`src/rtl/wb_pkg.sv`:
```
package wb_pkg;
  typedef enum logic [3:0] {
    OP_NOP  = 4'd0,
    OP_LDW  = 4'd1,
    OP_WRP  = 4'd2,
    OP_RDW  = 4'd3,
    OP_RDP  = 4'd4,
    OP_P2W  = 4'd5,
    OP_W2P  = 4'd6,
    OP_GP2W = 4'd7,
    OP_GW2P = 4'd8,
    OP_UP   = 4'd9,
    OP_DN   = 4'd10
  } wb_op_e;
endpackage

```
`src/rtl/wb_pot_regs.sv`:
```
module wb_pot_regs
  import wb_pkg::*;
#(
  parameter int WBITS = 6,
  parameter int NDR   = 4,
  localparam int REG_W = (NDR > 1) ? $clog2(NDR) : 1
) (
  input  logic             clk,
  input  logic             rst_n,
  input  logic             por,
  input  logic             hit,
  input  logic [3:0]       op,
  input  logic [REG_W-1:0] reg_sel,
  input  logic [WBITS-1:0] wdata,
  output logic [WBITS-1:0] pos_q,
  output logic [WBITS-1:0] preset_q
);
  localparam logic [WBITS-1:0] TOP = {WBITS{1'b1}};

  logic [WBITS-1:0] preset [NDR];

  assign preset_q = preset[reg_sel];

  always_ff @(posedge clk or negedge rst_n) begin
    if (!rst_n) begin
      pos_q <= '0;
      for (int k = 0; k < NDR; k++) preset[k] <= '0;
    end else if (por) begin
      pos_q <= preset[0];
    end else if (hit) begin
      case (op)
        OP_LDW:           pos_q <= wdata;
        OP_WRP:           preset[reg_sel] <= wdata;
        OP_P2W, OP_GP2W:  pos_q <= preset[reg_sel];
        OP_W2P, OP_GW2P:  preset[reg_sel] <= pos_q;
        OP_UP:            if (pos_q != TOP) pos_q <= pos_q + 1'b1;
        OP_DN:            if (pos_q != '0) pos_q <= pos_q - 1'b1;
        default:          ;
      endcase
    end
  end

  assert_sat_high_R9: assert property (@(posedge clk) disable iff (!rst_n)
    (hit && !por && op == OP_UP && pos_q == TOP) |=> pos_q == TOP);
  assert_step_up_R9: assert property (@(posedge clk) disable iff (!rst_n)
    (hit && !por && op == OP_UP && pos_q != TOP) |=> pos_q == $past(pos_q) + 1'b1);
  assert_sat_low_R10: assert property (@(posedge clk) disable iff (!rst_n)
    (hit && !por && op == OP_DN && pos_q == '0) |=> pos_q == '0);
  assert_restore_R11: assert property (@(posedge clk) disable iff (!rst_n)
    por |=> pos_q == $past(preset[0]));
  assert_idle_hold_R13: assert property (@(posedge clk) disable iff (!rst_n)
    (!hit && !por) |=> $stable(pos_q));
endmodule

```
`src/rtl/wb_tap_dec.sv`:
```
module wb_tap_dec #(
  parameter int WBITS = 6,
  localparam int TAPS = 1 << WBITS
) (
  input  logic             clk,
  input  logic             rst_n,
  input  logic [WBITS-1:0] pos,
  output logic [TAPS-1:0]  tap_q
);
  always_ff @(posedge clk or negedge rst_n) begin
    if (!rst_n) tap_q <= TAPS'(1);
    else        tap_q <= TAPS'(1) << pos;
  end

  assert_single_tap_R12: assert property (@(posedge clk) disable iff (!rst_n)
    $countones(tap_q) == 1);
  assert_tap_follows_R12: assert property (@(posedge clk) disable iff (!rst_n)
    $stable(pos) |=> $stable(tap_q));
endmodule

```
`src/rtl/wiper_bank.sv`:
```
module wiper_bank
  import wb_pkg::*;
#(
  parameter int NPOT  = 2,
  parameter int WBITS = 6,
  parameter int NDR   = 4,
  parameter int RDW   = 8,
  localparam int TAPS  = 1 << WBITS,
  localparam int POT_W = (NPOT > 1) ? $clog2(NPOT) : 1,
  localparam int REG_W = (NDR > 1) ? $clog2(NDR) : 1
) (
  input  logic                 clk,
  input  logic                 rst_n,
  input  logic                 por,
  input  logic                 cmd_valid,
  input  logic [3:0]           cmd_op,
  input  logic [POT_W-1:0]     cmd_pot,
  input  logic [REG_W-1:0]     cmd_reg,
  input  logic [WBITS-1:0]     cmd_wdata,
  output logic                 rd_valid,
  output logic [RDW-1:0]       rd_data,
  output logic [NPOT*TAPS-1:0] tap_onehot
);
  logic             live, is_glob, is_rd;
  logic [WBITS-1:0] pos_a    [NPOT];
  logic [WBITS-1:0] preset_a [NPOT];
  logic [WBITS-1:0] rd_src;

  assign live    = cmd_valid && !por;
  assign is_glob = (cmd_op == OP_GP2W) || (cmd_op == OP_GW2P);
  assign is_rd   = (cmd_op == OP_RDW) || (cmd_op == OP_RDP);

  for (genvar g = 0; g < NPOT; g++) begin : g_pot
    logic hit;
    assign hit = live && (is_glob || cmd_pot == POT_W'(g));

    wb_pot_regs #(.WBITS(WBITS), .NDR(NDR)) u_regs (
      .clk      (clk),
      .rst_n    (rst_n),
      .por      (por),
      .hit      (hit),
      .op       (cmd_op),
      .reg_sel  (cmd_reg),
      .wdata    (cmd_wdata),
      .pos_q    (pos_a[g]),
      .preset_q (preset_a[g])
    );

    wb_tap_dec #(.WBITS(WBITS)) u_tap (
      .clk   (clk),
      .rst_n (rst_n),
      .pos   (pos_a[g]),
      .tap_q (tap_onehot[g*TAPS +: TAPS])
    );
  end

  always_comb begin
    rd_src = '0;
    for (int i = 0; i < NPOT; i++)
      if (cmd_pot == POT_W'(i))
        rd_src = (cmd_op == OP_RDW) ? pos_a[i] : preset_a[i];
  end

  always_ff @(posedge clk or negedge rst_n) begin
    if (!rst_n) begin
      rd_valid <= 1'b0;
      rd_data  <= '0;
    end else if (live && is_rd) begin
      rd_valid <= 1'b1;
      rd_data  <= RDW'(rd_src);
    end else begin
      rd_valid <= 1'b0;
      rd_data  <= '0;
    end
  end

  assert_rd_cause_R4: assert property (@(posedge clk) disable iff (!rst_n)
    rd_valid |-> $past(cmd_valid && !por && (cmd_op == OP_RDW || cmd_op == OP_RDP)));
  assert_rd_quiet_R4: assert property (@(posedge clk) disable iff (!rst_n)
    !rd_valid |-> rd_data == '0);
  assert_rd_pulse_R4: assert property (@(posedge clk) disable iff (!rst_n)
    (rd_valid && !(live && is_rd)) |=> !rd_valid);
  assert_por_no_read_R11: assert property (@(posedge clk) disable iff (!rst_n)
    por |=> !rd_valid);
endmodule

```
`config.mk`:
```
export PLATFORM = sky130hd
export DESIGN_NAME = wiper_bank
export DESIGN_NICKNAME = d
export VERILOG_FILES = /design/src/rtl/wb_pkg.sv /design/src/rtl/wb_pot_regs.sv /design/src/rtl/wb_tap_dec.sv /design/src/rtl/wiper_bank.sv
export SDC_FILE = /design/constraint.sdc
export NUM_CORES = 1
export LEC_CHECK = 0
export ABC_AREA = 1
export BUFFER_PORTS_ARGS = -buffer_cell sky130_fd_sc_hd__buf_4
export CORE_MARGIN = 2
export CORE_UTILIZATION = 45
export DETAILED_ROUTE_END_ITERATION = 12
export PLACE_DENSITY = 0.72
export SYNTH_ARGS = -nofsm -noshare
export SYNTH_HDL_FRONTEND = slang
export SYNTH_SLANG_ARGS = --single-unit
```
`constraint.sdc`:
```
create_clock -name clk -period 1.4 [get_ports clk]
set_input_delay 0 -clock clk [delete_from_list [all_inputs] [get_ports clk]]
set_output_delay 0 -clock clk [all_outputs]
set_load 0.01 [all_outputs]
```
# Word level (Yosys, flattened, before mapping)
# Cells that the tools add are included.
[word_totals]
reg_bits = 197
latch_bits = 0
mem_bits_rw = 0
rom_bits = 0
out_inout_bits = 137
n_memories = 0
[classes]
n_addsub = 4
mul = 0
div_mod_pow = 0
order_cmp = 2
n_eq_ne = 16
shifts = 2
n_mux = 29
n_bitwise = 3
reduce_logical = 22
[op_table]
columns = ["op", "count"]
rows = [
  ["<< shifter 1 x 6 -> 64 bit, first input constant", 2],
  ["two-way mux 6 bit", 17],
  ["bitwise mux 24 bit", 4],
  ["one-hot mux 24 bit (2 select lines)", 2],
  ["one-hot mux 6 bit (4 select lines)", 2],
  ["binary-select mux 6 bit (select 2 bit)", 2],
  ["== test 4 x 3 -> 1 bit, second input constant", 4],
  ["adder 6 x 1 -> 6 bit, second input constant", 2],
  ["demux 6 bit (select 2 bit)", 1],
  ["== test 4 bit, second input constant", 3],
  ["inequality test 3 x 2 -> 1 bit, second input constant", 4],
  ["inequality test 6 bit, second input constant", 2],
  ["nonzero test 6 bit", 2],
  ["subtractor 6 x 1 -> 6 bit, second input constant", 2],
  ["== test 4 x 2 -> 1 bit, second input constant", 2],
  ["AND reduction 4 bit", 2],
  ["AND reduction 3 bit", 2],
  ["nonzero test 2 bit", 3],
  ["logical AND 1 bit", 5],
  ["nonzero test 5 bit", 1],
  ["== test 4 x 1 -> 1 bit, second input constant", 1],
  ["logical OR 1 bit", 4],
  ["OR reduction 2 bit", 2],
  [">= comparator 3 bit, second input constant", 1],
  ["5 further kinds", 6],
]

# Depth between registers and ports, before layout
# Gate-level depths: netlist of the first run.
[logic_depth]
word_depth = 7
depth_mapped = 17

# Cells and area by module
# From an unflattened synthesis of the first run, not the netlist that was laid out.
[unflattened]
cells_unflattened = 1019
hier_area_um2 = 8894.8
[by_module_without_submodules]
columns = ["module", "n_inst", "cells_each", "area_per_inst_um2", "seq_area_each_um2"]
rows = [
  ["wb_tap_dec", 2, 184, 2148.3, 1602.8],
  ["wb_pot_regs (g_pot[0].u_regs)", 1, 271, 2016.9, 750.7],
  ["wb_pot_regs (g_pot[1].u_regs)", 1, 283, 1980.6, 750.7],
  ["wiper_bank", 1, 97, 600.6, 175.2],
]

# Worst setup path before layout of the first run
# OpenSTA, ideal clock, no wires.
[synth_path]
path_kind = "register to register"
startpoint = "register g_pot[0].u_regs.pos_q[3]"
endpoint = "register g_pot[0].u_regs.pos_q[4]"
setup_time_ns = 0.116
arrival_time_ns = 1.403
slack_ns = -0.120
path_stages_with_launch = 10
n_path_buf = 1
cell_sequence = "dfrtp_1 > buf_2 > inv_1 > nand2_1 > nor3_1 > nand3_1 > nand4_2 > nor2_1 > nand2_1 > nand2_1"
[synth_via]
elab_chain_len = 5
elab_cells_between_ends = 12
cone_classes = "2 x add/sub; 3 x eq/ne; 5 x mux; 2 x reduce/logical"
[synth_rtl]
columns = ["element", "line_no", "text"]
rows = [
  ["start: declaration", "wb_pot_regs.sv:15", "output logic [WBITS-1:0] pos_q,"],
  ["start signal: assignment", "wb_pot_regs.sv:29", "pos_q <= preset[0];"],
  ["start signal: assignment", "wb_pot_regs.sv:32", "OP_LDW: pos_q <= wdata;"],
  ["start signal: assignment", "wb_pot_regs.sv:34", "OP_P2W, OP_GP2W: pos_q <= preset[reg_sel];"],
  ["subtractor 6 x 1 -> 6 bit / adder 6 x 1 -> 6 bit (equally long branches)", "wb_pot_regs.sv:37, wb_pot_regs.sv:36", ""],
  ["two-way mux 6 bit (on tied branches)", "wb_pot_regs.sv:37, wb_pot_regs.sv:36", ""],
  ["one-hot mux 6 bit (4 select lines)", "wb_pot_regs.sv:31", "case (op)"],
  ["two-way mux 6 bit", "wb_pot_regs.sv:30", "end else if (hit) begin"],
  ["two-way mux 6 bit", "wb_pot_regs.sv:28", "end else if (por) begin"],
]
# Parallel ways exist; a longest one is shown, timed or not. The select of a mux whose other input is x is not followed.
# A chain may end at the register's enable or synchronous reset.

# Worst setup path in the final report of the first run
[layout_path]
startpoint = "register g_pot[0].u_regs.pos_q[1]"
endpoint = "register g_pot[0].u_regs.pos_q[4]"
# The elaborated chain is that of the path after synthesis.

==> flow_summary.ini, run 1 <==
[timing]
fin_ws_ns = -0.183
fmax_mhz = 632
period_share_pct = 113
worst_pin_slew_ns = 0.507
finClkSkew_ns = 0.0107
rsz0062_at_grt = yes
finalSetupViolations = 14
maxSlewViolCount = 0
fin_crit_ns = 1.58
hold_viol = 0
hold-worst-slack_ns = 0.0107
relSlewSlack_pct = 66.2

[global_routing]
grt_max_degree = 57
overflow = 0
grt_usage_pct = 24.8
grt_antenna_before_repair = 0
grt_pass1_wl_um = 38400
first_global_vias = 7445

[placed_design]
dp_hpwl_um = 17000
portBuffers = 151
routabilityCongestion = 0.933
place_inst = 1382
placed_area_um2 = 10400

[cts]
htreeDepth = 4
worst_setup_hold_path_clk_slew_ns = 0.08
insertion_delay_ns = 0.44
tritoncts = built
clockBufferDepth = 2
cts_sinks = 195
root_buffer = clkbuf_16
cts_buffers = 17

[detailed_routing]
wire_per_inst_um = 17.0
dr_total_vias = 7592
drtAntennaViolNets = 0
wl_um = 24500
vias_per_cell = 5.28
post-route-drc-count = 0
first_pass_iters = 5
drtIter0Drc = 684

[floorplanning]
die_y_um = 139
initial_utilization_pct = 45.8
boundaryPins = 154
coreArea_um2 = 18000
row_count = 49
dieArea_um2 = 19400
dieWidth_um = 139

[worst_setup_path]
cp-end-kind = flop
path_class = reg -> reg
r2r-start = g_pot[0].u_regs.pos_q[1]
worstPathArrival_ns = 1.92
worst_setup_path_start_kind = flop
crit_path_start = g_pot[0].u_regs.pos_q[1]
critPathRequiredTime_ns = 1.74
worstPathMaxFanout = 4

[hold_path]
min_path_type = in -> reg
hold_start = cmd_wdata[0]

[power]
power_density_nw_per_um2 = 1250
power_w = 0.0146
power.leakage_nw = 6.00
ir_drop_mv = 0.879

[cells_and_area]
layout_common_cells = 271 x buf_4, 201 x nand2_1, 186 x dfrtp_1
final_area_um2 = 11700
final_nets = 1215
final_common_cell = buf_4
drive_above_1_share_pct = 38.3
final_cells = 1438
num_antenna_cells = 0
seqCellArea_um2 = 4890
areaGrowthSynthToFinish_pct = 42.2
multiInputGateArea_um2 = 3320
post-route-util_pct = 65.2
fill_cells = 1364

[yosys]
synth_cells = 929
ys_seq_elements = 195
synth.area.top_cells = dfrtp_1 59%, nand2_1 10%, nor2_1 5.5%, nor3_1 3.7%, inv_1 3.3%
synthArstFlopShare_pct = 100
netlist_area_um2 = 8230
synth_cell_type_count = 38
synth_top_area_share_pct = 58.7
yosysWarningCount = 0
ys_seq_area_share_pct = 59.3
synth.largest_area_cell = dfrtp_1
syn_area_per_cell_um2 = 8.86
synth-edff-count = 0
synth_ff_type = dfrtp_1

[status]
status = complete, but fails checks
violations = setup timing

[flow_run]
cap_violations = 0
==> stage by stage <==
| stage | TNS [ns] | setup slack (ns) |
|---|---|---|
| 2_1_floorplan | -0.00907 | -0.00907 |
| 3_3_place_gp | -1.27 | -0.206 |
| 3_5_place_dp | -1.68 | -0.237 |
| 4_1_cts | -0.391 | -0.0828 |
| 5_1_grt | -3.15 | -0.233 |
| 6_report | -0.899 | -0.183 |
==> synth_stat cells (9+ instances only) <==
cell type / count
nand2_1: 222
dfrtp_1: 193
nor2_1: 120
inv_1: 72
nor3_1: 61
nand3_1: 52
o21ai_0: 44
o21ai_1: 31
clkbuf_1: 21
o211ai_1: 15
a21oi_1: 14
buf_2: 12
inv_2: 9
==> layer usage <==
layer	GRT usage [%]	vias up	share of wire (%)
li1	-	3526	-
met1	34.4	3646	41
met2	39.6	362	49
met3	4.75	58	7.2
met4	8.03	0	2.5
met5	0	-	0
==> report_power, final <==
part,internal (W),switching (W),leakage (nW)
Clock,0.00260,0.00234,0.297
Combinational,0.00127,0.00211,3.10
Sequential,0.00605,0.000269,2.60
Total,0.00992,0.00472,6.00
==> worst paths after layout <==
path                            slack [ns]                          to  cells after the start
worst min register to register        0.49  g_pot[1].u_regs.preset[13]                      2
worst max register to register       -0.18    g_pot[0].u_regs.pos_q[4]                     13
worst min-delay path                  0.01    g_pot[1].u_regs.pos_q[0]                      5
max in group asynchronous             0.71     g_pot[0].u_tap.tap_q[4]                      3
worst max-delay path                 -0.18    g_pot[0].u_regs.pos_q[4]                     13
min in group asynchronous             0.11   g_pot[1].u_regs.preset[4]                      2
==> sequential cells by signal (all words and copies together) (netlist names) <==
register	cells
g_pot.u_regs.pos_q	12
g_pot.u_regs.preset	48
g_pot.u_tap.tap_q	128
rd_data	6
rd_valid	1
==> worst max-delay path: stages (launching register included) <==
cell and delay (ns):
dfrtp_2 0.48, nand2_2 0.13, nand2_1 0.06, inv_1 0.07
ha_2 0.18, inv_2 0.04, nand2_4 0.08, nand3_4 0.09
nand2_4 0.08, nand2_2 0.05, nand3_2 0.06, nand2_1 0.06
nand2_1 0.06, nand2_1 0.05
==> cell type report <==
cell class              count  share of cell area, %
inverters                  84                   2.89
multi-input cells         610                   28.4
repair buffers            288                   19.4
flip-flops and latches    195                   41.8
clock buffers              18                   3.75
clock inverters            14                   1.35
well taps                 229                   2.45
==> cells by family after synthesis <==
kind of cell	synth area share, %
AND/OR/NAND/NOR	25.4
flip-flops	59.3
buffers and inverters	6.16
AO/OA/AOI/OAI	8.51
XOR/XNOR	0.213
adder cells (fa/ha/maj)	0.304
other	0.0456
==> what timing repair did <==
| action | CTS | global route |
|---|---|---|
| hold endpoints to repair | 202 | 0 |
| buffers inserted | 11 | 12 |
| setup endpoints to repair | 28 | 78 |
| resized for setup | 30 | 110 |
| hold buffers | 4 | 0 |
| pin swaps | 16 | 40 |
(Power assumes the default switching activity.)
==> run 2: changes to the inputs <==
- SYNTH_HIERARCHICAL: default -> 1
==> flow_summary.ini, run 2 <==
[global_routing]
grt_antenna_before_repair = 0
overflow = 0
first_global_vias = 7466
grt_pass1_wl_um = 39000
grt_usage_pct = 24.1
grt_max_degree = 76

[detailed_routing]
wire_per_inst_um = 15.9
vias_per_cell = 5.18
post-route-drc-count = 0
wl_um = 24900
drtIter0Drc = 629
first_pass_iters = 5
drtAntennaViolNets = 0
dr_total_vias = 8142

[flow_run]
cap_violations = 0

[worst_setup_path]
r2r-start = g_pot[0].u_regs/pos_q[1]
crit_top_cell = nand2_1
critPathRequiredTime_ns = 1.72
r2r_cells = 13
path_cells = inv_2 -> nand2_1 -> nand2_1 -> inv_2 -> ha_4 -> inv_2 -> nand2_2 -> nand3_2 -> nand3b_1 -> nand3_1 -> nand2_1 -> nand3_1 -> nand2_1
reg2reg_to = g_pot[0].u_regs/pos_q[4]
worstPathMaxFanout = 5
r2r_slack_ns = -0.07
path_class = reg -> reg
cp_slowest_cell = dfrtp_2
critical_path.max_stage_delay_ns = 0.46
cp-end-kind = flop
worst_setup_path_start_kind = flop
worstPathArrival_ns = 1.79

[cells_and_area]
final_nets = 1316
largest_register = g_pot.u_tap/tap_q
largest_reg_flops = 128
fill_cells = 1648
areaGrowthSynthToFinish_pct = 38.3
largestRegisters = g_pot.u_tap/tap_q: 128 flops, g_pot.u_regs/preset: 48 flops, g_pot.u_regs/pos_q: 12 flops
final_area_um2 = 12300
num_antenna_cells = 0
post-route-util_pct = 63.4
drive_above_1_share_pct = 35.1
final_common_cell = buf_4
layout_common_cells = 262 x buf_4, 187 x nand2_1, 185 x dfrtp_1

[timing]
period_share_pct = 105
fin_crit_ns = 1.47
fin_ws_ns = -0.0740
maxSlewViolCount = 0
finClkSkew_ns = 0.00843
finalSetupViolations = 12
rsz0062_at_grt = yes
fmax_mhz = 678
hold_viol = 19
hold-worst-slack_ns = -0.0376

[status]
status = complete, but fails checks
violations = hold timing, setup timing

[floorplanning]
coreArea_um2 = 19400
initial_utilization_pct = 45.9
die_y_um = 145
row_count = 51
boundaryPins = 154
dieWidth_um = 145
dieArea_um2 = 20900

[cts]
worst_setup_hold_path_clk_slew_ns = 0.08
tritoncts = built
cts_sinks = 195
clockBufferDepth = 2
htreeDepth = 4
cts_buffers = 17
insertion_delay_ns = 0.43
root_buffer = clkbuf_16

[power]
power.leakage_nw = 6.38
ir_drop_mv = 0.829
power_density_nw_per_um2 = 1170

[yosys]
ys_seq_area_share_pct = 54.9
synth.largest_area_cell = dfrtp_1
synthArstFlopShare_pct = 100
synth.most_common_cell = nand2_1
synth_ff_type = dfrtp_1
synth_cell_type_count = 45
synth_cells = 1019
synth_top_area_share_pct = 54.3
yosysWarningCount = 6
ys_seq_elements = 195
netlist_area_um2 = 8890
synth-edff-count = 0
syn_area_per_cell_um2 = 8.73
synth.area.top_cells = dfrtp_1 54%, nand2_1 8.6%, nor2_1 6.5%, inv_1 4.1%, nand3_1 3.9%
synth_top_cells_by_count = 204 x nand2_1, 193 x dfrtp_1, 155 x nor2_1, 98 x inv_1, 70 x nand3_1

[placed_design]
placed_area_um2 = 11100
routabilityCongestion = 0.972
dp_hpwl_um = 18100
portBuffers = 151
pre_cts_ws_ns = -0.145

[hold_path]
min_path_type = in -> async
## run 2: changes by cell type in the layout (fill, tap and decap cells not counted), moves of 11 or more
cell,change
nand3_1,+29
nor3_1,-14
o21ai_1,-11
nor2_1,+33
nor3_2,-16
nand4_1,+52
nor2_4,+14
o21ai_0,-21
inv_1,+29
nand2_1,-14
## run 2: logic make-up after synthesis
family	after synthesis	share of synthesized area [%]
other	1	0.0422
muxes	4	0.520
AOI/OAI and AO/OA	104	7.26
buffers and inverters	153	7.46
adders and majority gates	6	0.844
and+or+nand+nor	556	29.0
DFF	195	54.9
## run 2: repair_timing
item / in CTS / in global routing
resized for setup: 29 / 76
hold buffers: 9 / 0
setup endpoints to repair: 29 / 151
gates cloned: 0 / 1
setup buffers: 8 / 8
pin swaps: 16 / 33
hold endpoints to repair: 215 / 0
## run 2: worst max-delay path by stage
stage,depth (start not counted),start,slack [ns],end
detailed placement,13,cmd_op[2],-0.15,g_pot[0].u_regs/pos_q[4]
floorplan,13,g_pot[0].u_regs/pos_q[1],-0.02,g_pot[0].u_regs/pos_q[4]
CTS,13,g_pot[0].u_regs/pos_q[1],-0.05,g_pot[0].u_regs/pos_q[4]
global route,9,g_pot[0].u_regs/pos_q[1],-0.19,g_pot[0].u_regs/pos_q[3]
global placement,17,cmd_op[1],-0.14,g_pot[0].u_regs/pos_q[4]
finish,13,g_pot[0].u_regs/pos_q[1],-0.07,g_pot[0].u_regs/pos_q[4]
## run 2: through the flow
step,TNS (ns),instances,hold WS (ns),power (W)
2_1_floorplan,-0.0188,1020,-0.296,0.00770
3_3_place_gp,-1.17,1516,-0.135,0.00900
3_5_place_dp,-2.18,1516,-0.135,0.00903
4_1_cts,-0.358,1565,0.000189,0.0142
5_1_grt,-2.50,1571,0.0201,0.0150
6_report,-0.556,1571,-0.0376,0.0144
## run 2: per-layer routing
metal / share of wire [%] / global-route usage [%]
met5: 0 / 0
met4: 1.6 / 5.98
met3: 7.7 / 4.83
met2: 46 / 37.3
met1: 44 / 35.1
## run 2: worst max-delay path: cells and delay by family, from the launching register on
kind                     cells  cell delay [ns]
adder cells (fa/ha/maj)      1             0.14
AND/OR/NAND/NOR              9             0.58
flip-flops                   1             0.46
buffers and inverters        3             0.17
## run 2: where the power goes
| group | total [W] | switching (W) | internal [W] | leakage [nW] |
|---|---|---|---|---|
| registers | 0.00618 | 0.000229 | 0.00595 | 2.62 |
| clock network | 0.00501 | 0.00238 | 0.00263 | 0.302 |
| logic | 0.00321 | 0.00193 | 0.00128 | 3.46 |
| total | 0.0144 | 0.00453 | 0.00986 | 6.38 |
## run 2: cell type report
cell class / instances / area (µm²) / area share (%)
clock inverter: 14 / 176 / 1.43
timing repair buffer: 293 / 2370 / 19.2
multi-input combinational: 672 / 3660 / 29.7
tap: 265 / 332 / 2.70
sequential: 195 / 4890 / 39.8
inverter: 114 / 439 / 3.57
clock buffer: 18 / 439 / 3.57
